<file path="config.mk">
export PLATFORM = sky130hd
export DESIGN_NAME = adc_serial_framer
export DESIGN_NICKNAME = d
export VERILOG_FILES = /design/src/rtl/adc_framer_pkg.sv /design/src/rtl/framer_ctrl.sv /design/src/rtl/framer_clkgen.sv /design/src/rtl/framer_shift.sv /design/src/rtl/adc_serial_framer.sv
export SDC_FILE = /design/constraint.sdc
export NUM_CORES = 1
export LEC_CHECK = 0
export BUFFER_PORTS_ARGS = -buffer_cell sky130_fd_sc_hd__buf_2
export CORE_UTILIZATION = 50
export DETAILED_ROUTE_END_ITERATION = 10
export GPL_ROUTABILITY_DRIVEN = 0
export PLACE_DENSITY = 0.83
export SLEW_MARGIN = 10
export SYNTH_ARGS = -nofsm -noshare
export SYNTH_HDL_FRONTEND = slang
export SYNTH_HIERARCHICAL = 1
export SYNTH_SLANG_ARGS = --single-unit
</file>
<file path="constraint.sdc">
create_clock -name clk -period 2.3 [get_ports clk]
set_input_delay 0.345 -clock clk [delete_from_list [all_inputs] [get_ports clk]]
set_output_delay 0.345 -clock clk [all_outputs]
set_load 0.05 [all_outputs]
</file>
<file path="src/rtl/adc_framer_pkg.sv">
package adc_framer_pkg;
  typedef enum logic {
    SCK_GATED = 1'b0,
    SCK_FREE  = 1'b1
  } sck_mode_e;
endpackage

</file>
<file path="src/rtl/framer_ctrl.sv">
module framer_ctrl #(
  parameter int FRAME_W = 16
) (
  input  logic clk,
  input  logic rst_n,
  input  logic conv_start,
  input  logic free_run,
  input  logic sck_hi,
  output logic active,
  output logic load,
  output logic shift_en
);
  localparam int CW = $clog2(2 * FRAME_W);
  localparam logic [CW-1:0] LAST = CW'(2 * FRAME_W - 1);

  logic          pend, pend_n, active_n, go, req;
  logic [CW-1:0] cnt, cnt_n;

  always_comb begin
    load     = conv_start & ~active & ~pend;
    req      = load | pend;
    go       = req & (~sck_hi | ~free_run);
    pend_n   = req & ~go;
    active_n = active;
    cnt_n    = cnt;
    if (go) begin
      active_n = 1'b1;
      cnt_n    = '0;
    end else if (active) begin
      cnt_n = cnt + 1'b1;
      if (cnt == LAST) active_n = 1'b0;
    end
    shift_en = active & cnt[0] & (cnt != LAST);
  end

  always_ff @(posedge clk or negedge rst_n) begin
    if (!rst_n) begin
      active <= 1'b0;
      pend   <= 1'b0;
      cnt    <= '0;
    end else begin
      active <= active_n;
      pend   <= pend_n;
      cnt    <= cnt_n;
    end
  end

  assert_accept_R4: assert property (@(posedge clk) disable iff (!rst_n)
    conv_start && !active && !pend |=> active || pend);
  assert_pend_one_cycle_R4: assert property (@(posedge clk) disable iff (!rst_n)
    pend |=> !pend && active);
  assert_ignore_busy_R9: assert property (@(posedge clk) disable iff (!rst_n)
    active && cnt != LAST |=> active && !pend);
endmodule

</file>
<file path="src/rtl/framer_clkgen.sv">
module framer_clkgen (
  input  logic clk,
  input  logic rst_n,
  input  logic free_run,
  input  logic active,
  output logic sck_hi
);
  import adc_framer_pkg::*;

  logic sck_n;
  logic run;

  always_comb begin
    run   = (sck_mode_e'(free_run) == SCK_FREE) | active;
    sck_n = run ? ~sck_hi : 1'b1;
  end

  always_ff @(posedge clk or negedge rst_n) begin
    if (!rst_n) sck_hi <= 1'b1;
    else        sck_hi <= sck_n;
  end

  assert_toggle_in_frame_R6: assert property (@(posedge clk) disable iff (!rst_n)
    active |=> sck_hi != $past(sck_hi));
  assert_gated_idle_R7: assert property (@(posedge clk) disable iff (!rst_n)
    !free_run && !active |=> sck_hi);
endmodule

</file>
<file path="src/rtl/framer_shift.sv">
module framer_shift #(
  parameter int RES_W = 12,
  parameter int PAD_W = 4
) (
  input  logic             clk,
  input  logic             rst_n,
  input  logic             load,
  input  logic             shift_en,
  input  logic [RES_W-1:0] result,
  output logic             msb
);
  localparam int FRAME_W = RES_W + PAD_W;

  logic [FRAME_W-1:0] sreg, sreg_n;

  always_comb begin
    sreg_n = sreg;
    if (load)          sreg_n = {{PAD_W{1'b0}}, result};
    else if (shift_en) sreg_n = {sreg[FRAME_W-2:0], 1'b0};
    msb = sreg[FRAME_W-1];
  end

  always_ff @(posedge clk or negedge rst_n) begin
    if (!rst_n) sreg <= '0;
    else        sreg <= sreg_n;
  end

  assert_pad_zero_R1: assert property (@(posedge clk) disable iff (!rst_n)
    load |=> !msb);
endmodule

</file>
<file path="src/rtl/adc_serial_framer.sv">
module adc_serial_framer #(
  parameter int RES_W = 12,
  parameter int PAD_W = 4
) (
  input  logic             clk,
  input  logic             rst_n,
  input  logic             conv_start,
  input  logic [RES_W-1:0] conv_result,
  input  logic             free_run,
  output logic             sclk_pull,
  output logic             strb_pull,
  output logic             sdat_pull
);
  localparam int FRAME_W = RES_W + PAD_W;

  logic active, load, shift_en, sck_hi, msb;

  framer_ctrl #(.FRAME_W(FRAME_W)) u_ctrl (
    .clk(clk), .rst_n(rst_n), .conv_start(conv_start), .free_run(free_run),
    .sck_hi(sck_hi), .active(active), .load(load), .shift_en(shift_en)
  );

  framer_clkgen u_clk (
    .clk(clk), .rst_n(rst_n), .free_run(free_run), .active(active),
    .sck_hi(sck_hi)
  );

  framer_shift #(.RES_W(RES_W), .PAD_W(PAD_W)) u_shift (
    .clk(clk), .rst_n(rst_n), .load(load), .shift_en(shift_en),
    .result(conv_result), .msb(msb)
  );

  always_comb begin
    sclk_pull = ~sck_hi;
    strb_pull = active;
    sdat_pull = active & ~msb;
  end

  assert_data_on_rise_R2: assert property (@(posedge clk) disable iff (!rst_n)
    active && $past(active) && !$stable(sdat_pull) |-> $rose(sck_hi));
  assert_strobe_starts_high_R5: assert property (@(posedge clk) disable iff (!rst_n)
    $rose(strb_pull) |-> !sclk_pull);
  assert_data_released_idle_R8: assert property (@(posedge clk) disable iff (!rst_n)
    !strb_pull |-> !sdat_pull);
endmodule

</file>
# After elaboration in Yosys (flattened, before gate mapping)
# Index checks and enable logic that the tools add are counted.
[word_totals] register_bits=24 input_bits=16 wordCells=34
[op_classes] add_sub_neg=1 n_eq_ne=2 mux=8 bitwise=16 reduce_logical=2
[ops] op="$mux 16" n=2
[ops] op="$mux 5" n=2
[ops] op="$and 1x1->1" n=7
[ops] op="$not 1->1" n=6
[ops] op="$add 5x1->5 const B" n=1
[ops] op="$eq 5x5->1 const B" n=1
[ops] op="$ne 5x5->1 const B" n=1
[ops] op="$mux 1" n=4
[ops] op="$reduce_bool 2->1" n=2
[ops] op="$or 1x1->1" n=3

# Depth between registers and ports, before layout
# Gate-level depths: netlist (run 1).
[depth] word_depth=7 mapped_depth=9 depth_no_buf=7

# Hierarchy
# Netlist (run 1), hierarchy kept.
[by_module_without_submodules] module="framer_shift" n_inst=1 cells_per_inst=65 area_per_inst_um2=723.2 seq_area_each_um2=400.4
[by_module_without_submodules] module="framer_ctrl" n_inst=1 cells_per_inst=30 area_per_inst_um2=366.6 seq_area_each_um2=175.2
[by_module_without_submodules] module="framer_clkgen" n_inst=1 cells_per_inst=2 area_per_inst_um2=31.3 seq_area_each_um2=26.3
[by_module_without_submodules] module="adc_serial_framer" n_inst=1 cells_per_inst=2 area_per_inst_um2=17.5 seq_area_each_um2=0.0

# Worst setup path after synthesis (run 1)
# Ideal clock, no wire load.
[synth_timing] path_type="reg-to-reg" startpoint="register u_ctrl.cnt[0]" endpoint="register u_shift.sreg[10]" arrival_time_ns=1.650 slack_ns=0.527 stages_incl_launch_ff=10 synth_period_minus_slack_ns=1.773 cell_sequence="dfrtp_1 -> ha_1 -> and3_1 -> ha_1 -> inv_1 -> and3_1 -> buf_6 -> buf_12 -> mux2i_1 -> o21ai_1"
[synth_via] elab_chain_cells=3 elab_cells_between_ends=4 classes_between="eq/ne: 1; bitwise: 2; reduce/logical: 1"
[synth_rtl] item="start: declaration" line_no="framer_ctrl.sv:17" text="logic [CW-1:0] cnt, cnt_n;"
[synth_rtl] item="start signal: assignment" line_no="framer_ctrl.sv:44" text="cnt <= cnt_n;"
[synth_rtl] item="$ne 5x5->1 or $and 1x1->1 (tied branches)" line_no="framer_ctrl.sv:33" text="shift_en = active & cnt[0] & (cnt != LAST);"
[synth_rtl] item="$and 1x1->1 *" line_no="framer_ctrl.sv:33"
[synth_rtl] item="net shift_en" line_no="adc_serial_framer.sv:16" text="logic active, load, shift_en, sck_hi, msb;"
[synth_rtl] item="$reduce_bool 2->1 (no line) *"
[synth_rtl] item="end signal: assignment" line_no="framer_shift.sv:25" text="else sreg <= sreg_n;"
[synth_rtl] item="end: declaration" line_no="framer_shift.sv:14" text="logic [FRAME_W-1:0] sreg, sreg_n;"
# The timed path passes the listed nets; every way through them passes the cells marked *.
# A chain may end at the register's enable or synchronous reset.

# Worst setup path after layout (run 1)
# Ends and elaborated chain as after synthesis.

==> results.py, run 1 <==
metrics = {
    "run_status": {
        "outcome": "complete, no violations",
    },
    "final_layout": {
        "final_core_util": 0.628,
        "drive_gt1_frac": 0.237,
        "final_area_sq_mm": 0.00128,
        "synthToLayoutAreaGrowth_pct": 12.6,
        "layout.nets": 137,
        "n_antenna_cell": 0,
    },
    "setup_path": {
        "crit_type": "flip-flop to flip-flop",
        "crit_fanout": 16,
        "setup.worst_path.end_class": "flip-flop",
        "startpoint_type": "flip-flop",
        "r2r-end": "u_shift/sreg[10]",
        "arrival_ps": 2120,
        "reg2regPathDepth": 8,
        "reg2reg_from": "u_ctrl/cnt[0]",
        "required_ps": 2500,
        "regToRegSetupSlack_ps": 380,
    },
    "pwr": {
        "powerDensity_mw_per_mm2": 1320,
        "leakage_nw": 0.654,
        "combPwrFrac": 0.386,
        "p_int_mw": 1.08,
        "p_sw_uw": 618,
        "clockPowerShare": 0.176,
        "swShare": 0.365,
        "ir_drop_v": 0.000614,
        "p_seq_frac": 0.439,
    },
    "detailed_routing": {
        "ant_nets": 0,
        "drtIter0Drc": 9,
        "drt_wl_total_mm": 1.86,
        "vias_per_cell": 5.00,
        "first_pass_iters": 4,
        "vias": 725,
        "post-route-drc-count": 0,
        "wl_per_cell_microns": 12.8,
    },
    "floorplanning": {
        "io_pins": 19,
        "start_util": 0.558,
        "die_area_sq_mm": 0.00247,
        "num_rows": 16,
        "die_height_microns": 49.7,
        "fp.coreArea_sq_mm": 0.00204,
        "die_w_microns": 49.7,
    },
    "sta": {
        "timing.final.crit_share": 0.836,
        "skew_ps": 2.07,
        "tns_ps": 0,
        "timing.fmax_mhz": 520,
        "finalCriticalPeriod_ps": 1920,
        "slew_headroom": 0.650,
        "hold_viol": 0,
        "maxSlewViolCount": 0,
        "rsz0062_at_grt": "no",
        "worstMarginPinSlew_ps": 526,
        "setup_violations": 0,
    },
    "clocking": {
        "clockBufferDepth": 2,
        "cts_buffers": 3,
        "postCtsSetupBuffers": 0,
        "cts_root_buf": "clkbuf_4",
        "clk_latency_ps": 310,
        "cts.sinks": 24,
        "cts.clk_slew.worst_paths_ps": 130,
        "cts_tree": "built",
        "htree_num_levels": 1,
    },
    "logic_synthesis": {
        "yosysTopAreaCell": "dfrtp_1",
        "yosysTopAreaCellShare": 0.505,
        "syn_nets": 117,
        "synthFlopType": "dfrtp_1",
        "synth-edff-count": 0,
        "ys_ff_latch": 24,
        "async_flop_share": 1.00,
        "synth.most_common_cell": "dfrtp_1",
        "synthCells": 99,
        "synth_seq_area_share": 0.529,
        "ys_top_cells_by_area": "dfrtp_1 51%, mux2i_1 15%, nand2_1 4.3%",
        "syn_area_per_cell_sq_um": 11.5,
        "yosysWarnings": 6,
        "synth_cell_types": 22,
        "yosys-top-cells-count": "23 x dfrtp_1, 17 x mux2i_1, 13 x nand2_1",
        "synth_area_sq_mm": 0.00114,
    },
    "worst_hold_path": {
        "holdPathEnd": "u_clk/sck_hi",
        "min_path_type": "input pin to flip-flop",
        "worstHoldPathCells": 2,
        "min_from": "free_run",
    },
    "flow_run": {
        "cap_violations": 0,
    },
    "place": {
        "portBuffers": 18,
        "hpwl_mm": 1.32,
        "place_area_sq_mm": 0.00122,
    },
    "global_route": {
        "grt-ovfl-total": 0,
        "grt_pass1_vias": 719,
        "track_usage": 0.171,
        "grt_pass1_wl_mm": 3.14,
        "grt_max_degree": 29,
        "antenna_found_initial": 0,
    },
}
kinds of logic after synthesis:
group / share of synthesized area
simple gates: 0.124
flops: 0.529
fa+ha+maj: 0.0220
buf+inv: 0.0571
xor+xnor: 0.0231
mux: 0.149
compound gates: 0.0956
power groups by stage:
| stage | Sequential (mW) | Clock (mW) | Combinational [mW] |
|---|---|---|---|
| 6_report | 0.744 | 0.298 | 0.654 |
| 5_1_grt | 0.763 | 0.327 | 0.732 |
| 4_1_cts | 0.745 | 0.309 | 0.664 |
| 3_5_place_dp | 0.754 | 0 | 0.660 |
| 3_3_place_gp | 0.738 | 0 | 0.628 |
| 2_1_floorplan | 0.722 | 0 | 0.600 |
cell usage in the layout, fill, tap and decap left out, types with 2 or more instances in the layout:
cell,synthesis,layout
nor2b_4,2,2
buf_2,3,18
ha_1,2,2
mux2i_1,17,17
dfrtp_1,23,23
inv_1,2,2
xor2_1,2,2
nor2_1,9,9
clkbuf_4,0,3
buf_4,0,2
o21ai_1,6,6
nand2_1,13,13
and3_1,2,2
o21ai_0,7,7
critical path: stages (launching register included):
cell and delay, ps:
dfrtp_1 440, ha_1 220, and3_1 180, ha_1 170, inv_1 60, and3_1 150
buf_4 260, mux2i_1 230, o21ai_1 90
layer usage:
layer	vias to the layer above	track usage	part of all wire
met4	0	0.0714	0
met5	-	0	0
li1	373	-	-
met1	342	0.204	0.46
met2	10	0.291	0.52
met3	0	0.0401	0.028
flip-flops by register name, summed over array words and instances, names as in the netlist:
name and flops:
u_shift/sreg 16, u_clk/sck_hi 1, u_ctrl/pend 1, u_ctrl/cnt 5, u_ctrl/active 1
cell type report:
class	instances	area (sq um)
Fill cell	170	759
Multi-Input combinational cell	67	472
Timing Repair Buffer	21	115
Clock inverter	1	30.0
Inverter	2	7.51
Clock buffer	3	22.5
Tap cell	27	33.8
Sequential cell	24	602
worst max-delay path by stage:
| stage | from | end | slack, ps | cells past startpoint |
|---|---|---|---|---|
| floorplan | u_ctrl/cnt[0] | u_shift/sreg[10] | 530 | 9 |
| global placement | u_ctrl/cnt[0] | u_shift/sreg[3] | 470 | 8 |
| detailed placement | u_ctrl/cnt[0] | u_shift/sreg[10] | 390 | 8 |
| CTS | u_ctrl/cnt[0] | u_shift/sreg[10] | 360 | 8 |
| global route | u_ctrl/cnt[0] | u_shift/sreg[11] | 230 | 8 |
| finish | u_ctrl/cnt[0] | u_shift/sreg[10] | 380 | 8 |
metrics by stage:
step	hold slack, ps	total power, mW	instances	setup slack, ps
2_1_floorplan	49.4	1.32	99	527
3_3_place_gp	351	1.37	140	468
3_5_place_dp	354	1.41	140	388
4_1_cts	192	1.72	145	363
5_1_grt	198	1.82	145	233
6_report	206	1.70	145	376
repair_timing:
item,in CTS,in global routing
hold buffers,1,0
endpoints found under the hold margin,7,0
resized for setup,0,0
(Power assumes the default switching activity.)
==> run 2: changes to the inputs <==
Clock period 2.3 ns to 2 ns, I/O delays scaled along.
==> run 2 against run 1 <==
Effect of this change:
- count of clock-buffer cells in the layout grew 1
- clock power shrank 16%
- critical path depth is the same
- highest routed layer is now met4
- via count grew 1.4%
- die area is the same
- critical path type unchanged
- combinational power grew 20%
- wire length shrank 3.5%
- register-to-register slack lost 240 ps
- cell area shrank 0.29%
- maximum frequency grew 3.4%
==> results.py, run 2 (same netlist as run 1, synthesis figures left out) <==
metrics = {
    "pwr": {
        "combPwrFrac": 0.417,
        "ir_drop_v": 0.000871,
        "p_sw_uw": 713,
        "p_int_mw": 1.18,
        "clockPowerShare": 0.133,
        "leakage_nw": 0.652,
        "swShare": 0.377,
        "p_seq_frac": 0.451,
        "powerDensity_mw_per_mm2": 1480,
    },
    "sta": {
        "timing.fmax_mhz": 537,
        "worstMarginPinSlew_ps": 523,
        "maxSlewViolCount": 0,
        "rsz0062_at_grt": "no",
        "finalCriticalPeriod_ps": 1860,
        "slew_headroom": 0.651,
        "skew_ps": 2.53,
        "setup_violations": 0,
        "hold_viol": 0,
        "timing.final.crit_share": 0.931,
        "tns_ps": 0,
    },
    "final_layout": {
        "largest_reg_flops": 16,
        "top_register": "u_shift/sreg",
        "drive_gt1_frac": 0.237,
        "layout.nets": 137,
        "final_core_util": 0.626,
        "final_area_sq_mm": 0.00128,
        "synthToLayoutAreaGrowth_pct": 12.3,
        "fin_cells": 145,
        "layout_common_cells": "23 x dfrtp_1, 18 x buf_2, 17 x mux2i_1",
        "layout_commonest_cell": "dfrtp_1",
        "reg_top3": "u_shift/sreg x16, u_ctrl/cnt x5",
        "n_antenna_cell": 0,
    },
    "clocking": {
        "cts.sinks": 24,
        "cts_root_buf": "clkbuf_4",
        "cts.clk_slew.worst_paths_ps": 120,
        "clk_latency_ps": 310,
        "ctsHoldBuffers": 1,
        "clockBufferDepth": 2,
        "htree_num_levels": 1,
        "cts_buffers": 3,
        "postCtsSetupBuffers": 0,
        "cts_resized": 0,
        "cts_tree": "built",
    },
    "floorplanning": {
        "fp.coreArea_sq_mm": 0.00204,
        "die_area_sq_mm": 0.00247,
        "start_util": 0.558,
        "num_rows": 16,
        "die_w_microns": 49.7,
        "io_pins": 19,
        "die_height_microns": 49.7,
    },
    "detailed_routing": {
        "ant_nets": 0,
        "first_pass_iters": 3,
        "drtIter0Drc": 9,
        "vias_per_cell": 5.07,
        "post-route-drc-count": 0,
        "vias": 735,
        "drt_wl_total_mm": 1.79,
        "wl_per_cell_microns": 12.4,
    },
    "global_route": {
        "grt_pass1_vias": 738,
        "grt-ovfl-total": 0,
        "grt_pass1_wl_mm": 3.07,
        "track_usage": 0.170,
        "grt_max_degree": 29,
        "antenna_found_initial": 0,
    },
    "setup_path": {
        "crit_fanout": 16,
        "required_ps": 2200,
        "setup.worst_path.end_class": "flip-flop",
        "reg2regPathDepth": 8,
        "arrival_ps": 2060,
        "crit_type": "flip-flop to flip-flop",
        "startpoint_type": "flip-flop",
    },
    "place": {
        "portBuffers": 18,
        "hpwl_mm": 1.27,
        "placedCellCount": 140,
        "place_area_sq_mm": 0.00123,
    },
    "run_status": {
        "outcome": "complete, no violations",
    },
    "worst_hold_path": {
        "min_path_type": "input pin to flip-flop",
        "worstHoldPathCells": 2,
    },
    "flow_run": {
        "cap_violations": 0,
    },
}
-- run 2: changes by cell type in the layout (fill, tap and decap cells not counted), sizes merged --
cell	previous run	this run
bufinv	1	0
clkbuf	3	4
-- run 2: layout make-up --
class | instances | area (sq um)
clock buffers | 4 | 36.3
fillers | 167 | 763
inverters | 2 | 7.51
multi-input cells | 67 | 472
flip-flops and latches | 24 | 602
well taps | 27 | 33.8
repair buffers | 21 | 128
-- run 2: layer usage --
metal / wire (microns) / global-route usage / up-vias
li1: - / - / 370
met1: 825 / 0.208 / 351
met2: 885 / 0.279 / 10
met3: 55 / 0.0278 / 4
met4: 27 / 0.100 / 0
met5: 0 / 0 / -
-- run 2: path summary, 6_finish.rpt --
| check | from | slack (ps) | to |
|---|---|---|---|
| worst max register to register | u_ctrl/cnt[0] | 140 | u_shift/sreg[1] |
| worst min-delay path | free_run | 170 | u_clk/sck_hi |
| min in group asynchronous | rst_n | 480 | u_shift/sreg[2] |
| max in group asynchronous | rst_n | 1160 | u_clk/sck_hi |
| worst min register to register | u_clk/sck_hi | 530 | u_clk/sck_hi |
| worst max-delay path | u_ctrl/cnt[0] | 140 | u_shift/sreg[1] |
-- run 2: power by group through the flow --
stage	sequential, mW	combinational (mW)	clock (mW)
floorplan	0.831	0.690	0
CTS	0.851	0.798	0.265
global route	0.880	0.887	0.282
global placement	0.849	0.759	0
finish	0.852	0.788	0.251
detailed placement	0.862	0.794	0
-- run 2: worst max-delay path: stages (launching register included) --
cell	delay [ps]
dfrtp_1	450
ha_1	230
and3_1	180
ha_1	170
inv_1	60
and3_1	200
buf_12	170
mux2i_1	190
o21ai_0	90
-- run 2: metrics by stage --
step                total power [mW]  setup slack, ps  hold WS [ps]
floorplan                       1.52              227          4.41
global route                    2.05             27.7           160
detailed placement              1.66              156           310
CTS                             1.91              138           145
global placement                1.61              230           304
finish                          1.89              139           166
==> run 3: changes to the inputs <==
Settings changed: CORE_UTILIZATION 50 to 45, PLACE_DENSITY 0.83 to 0.8.
Clock period 2 ns to 1.6 ns, I/O delays scaled along.
==> run 3 against run 2 <==
Effect of this change:
- critical path type unchanged
- sequential share of layout area down 3.6 points
- non-clock buffer count is 7 higher
- clock skew grew 5.5 ps
- wire length grew 17%
- setup slack got worse by 240 ps
- critical endpoint is now u_shift/sreg[5]
- the run now ends with negative setup slack left
- sequential cell count did not move
- utilization decreased by 2.4 points
- combinational power increased by 64%
==> results.py, run 3 (same netlist as run 1, synthesis figures left out) <==
metrics = {
    "sta": {
        "skew_ps": 7.98,
        "whs_ps": 126,
        "setup_violations": 15,
        "hold_viol": 0,
        "rsz0062_at_grt": "yes",
        "timing.fmax_mhz": 586,
        "timing.final.crit_share": 1.07,
        "slew_headroom": 0.660,
        "finalCriticalPeriod_ps": 1710,
        "worstMarginPinSlew_ps": 510,
        "tns_ps": -913,
        "maxSlewViolCount": 0,
        "worst_slack_ps": -105,
    },
    "detailed_routing": {
        "vias_per_cell": 5.16,
        "wl_per_cell_microns": 13.8,
        "vias": 789,
        "ant_nets": 0,
        "drtIter0Drc": 3,
        "drt_wl_total_mm": 2.11,
        "post-route-drc-count": 0,
        "first_pass_iters": 2,
    },
    "setup_path": {
        "startpoint_type": "flip-flop",
        "crit_fanout": 8,
        "arrival_ps": 1910,
        "crit_type": "flip-flop to flip-flop",
        "setup.worst_path.end_class": "flip-flop",
        "reg2regPathDepth": 8,
        "required_ps": 1810,
    },
    "run_status": {
        "outcome": "complete, but fails checks",
        "violations": "negative setup slack",
    },
    "floorplanning": {
        "die_w_microns": 52.3,
        "fp.coreArea_sq_mm": 0.00230,
        "start_util": 0.496,
        "num_rows": 17,
        "die_height_microns": 52.3,
        "die_area_sq_mm": 0.00274,
        "io_pins": 19,
    },
    "final_layout": {
        "largest_reg_flops": 16,
        "synthToLayoutAreaGrowth_pct": 21.5,
        "top_register": "u_shift/sreg",
        "n_antenna_cell": 0,
        "drive_gt1_frac": 0.320,
        "final_core_util": 0.602,
        "fin_cells": 153,
        "layout.nets": 144,
        "layout_common_cells": "23 x dfrtp_1, 18 x buf_2, 16 x mux2i_1",
        "reg_top3": "u_shift/sreg x16, u_ctrl/cnt x5",
        "layout_commonest_cell": "dfrtp_1",
    },
    "global_route": {
        "grt_pass1_wl_mm": 3.46,
        "grt_max_degree": 29,
        "grt-ovfl-total": 0,
        "antenna_found_initial": 0,
        "grt_pass1_vias": 803,
        "track_usage": 0.184,
    },
    "clocking": {
        "clockBufferDepth": 2,
        "cts_root_buf": "clkbuf_4",
        "cts_tree": "built",
        "cts.sinks": 24,
        "cts_buffers": 3,
        "cts.clk_slew.worst_paths_ps": 120,
        "htree_num_levels": 1,
        "clk_latency_ps": 310,
    },
    "flow_run": {
        "cap_violations": 0,
    },
    "worst_hold_path": {
        "worstHoldPathCells": 3,
        "min_path_type": "input pin to flip-flop",
    },
    "pwr": {
        "leakage_nw": 0.684,
        "powerDensity_mw_per_mm2": 1890,
        "ir_drop_v": 0.00108,
    },
    "place": {
        "hpwl_mm": 1.43,
        "placedCellCount": 144,
        "portBuffers": 18,
    },
}
[run 3: per-layer routing]
layer  part of all wire  vias up  wire, microns  GRT usage
met5                  0        -              0          0
li1                   -      386              -          -
met2               0.52       16           1090      0.340
met1               0.41      380            869      0.185
met4              0.021        0             44     0.0702
met3              0.048        7            102     0.0667
[run 3: power by group]
part | internal (mW) | switching (mW) | total (mW) | leakage, nW
clock network | 0.0975 | 0.165 | 0.263 | 0.0150
logic | 0.668 | 0.624 | 1.29 | 0.367
registers | 0.874 | 0.191 | 1.06 | 0.302
total | 1.64 | 0.980 | 2.62 | 0.684
[run 3: worst max-delay path, cell delays in order, from the launching register on]
cell and delay, ps:
dfrtp_1 400, ha_2 190, and3_4 150, ha_4 150, inv_2 50, and3_4 220, buf_12 150, mux2i_2 210
o21ai_1 90
[run 3: final cells by class]
type                            count  area [sq um]
Fill cell                         200           913
Sequential cell                    24           602
Multi-Input combinational cell     67           500
Timing Repair Buffer               28           213
Tap cell                           28          35.0
Clock buffer                        4          26.3
Inverter                            2          7.51
[run 3: worst paths after layout]
check,endpoint,slack [ps],from
worst min-delay path,u_shift/sreg[2],130,conv_result[2]
worst min register to register,u_shift/sreg[13],540,u_shift/sreg[12]
max in group asynchronous,u_clk/sck_hi,810,rst_n
worst max register to register,u_shift/sreg[5],-110,u_ctrl/cnt[1]
min in group asynchronous,u_shift/sreg[4],410,rst_n
worst max-delay path,u_shift/sreg[5],-110,u_ctrl/cnt[1]
[run 3: stage by stage]
step | instance area (sq um) | setup slack (ps) | power [mW]
2_1_floorplan | 1140 | -91.6 | 1.91
3_3_place_gp | 1270 | -41.6 | 2.07
3_5_place_dp | 1270 | -147 | 2.15
4_1_cts | 1370 | -110 | 2.58
5_1_grt | 1380 | -165 | 2.82
6_report | 1380 | -105 | 2.62
[run 3: what timing repair did]
item | CTS | global route
endpoints found under the setup margin | 15 | 15
gates cloned | 1 | 0
gates resized for setup | 11 | 1
hold endpoints to repair | 23 | 0
hold buffers | 1 | 0
pin swaps | 4 | 7
buffers inserted | 1 | 2
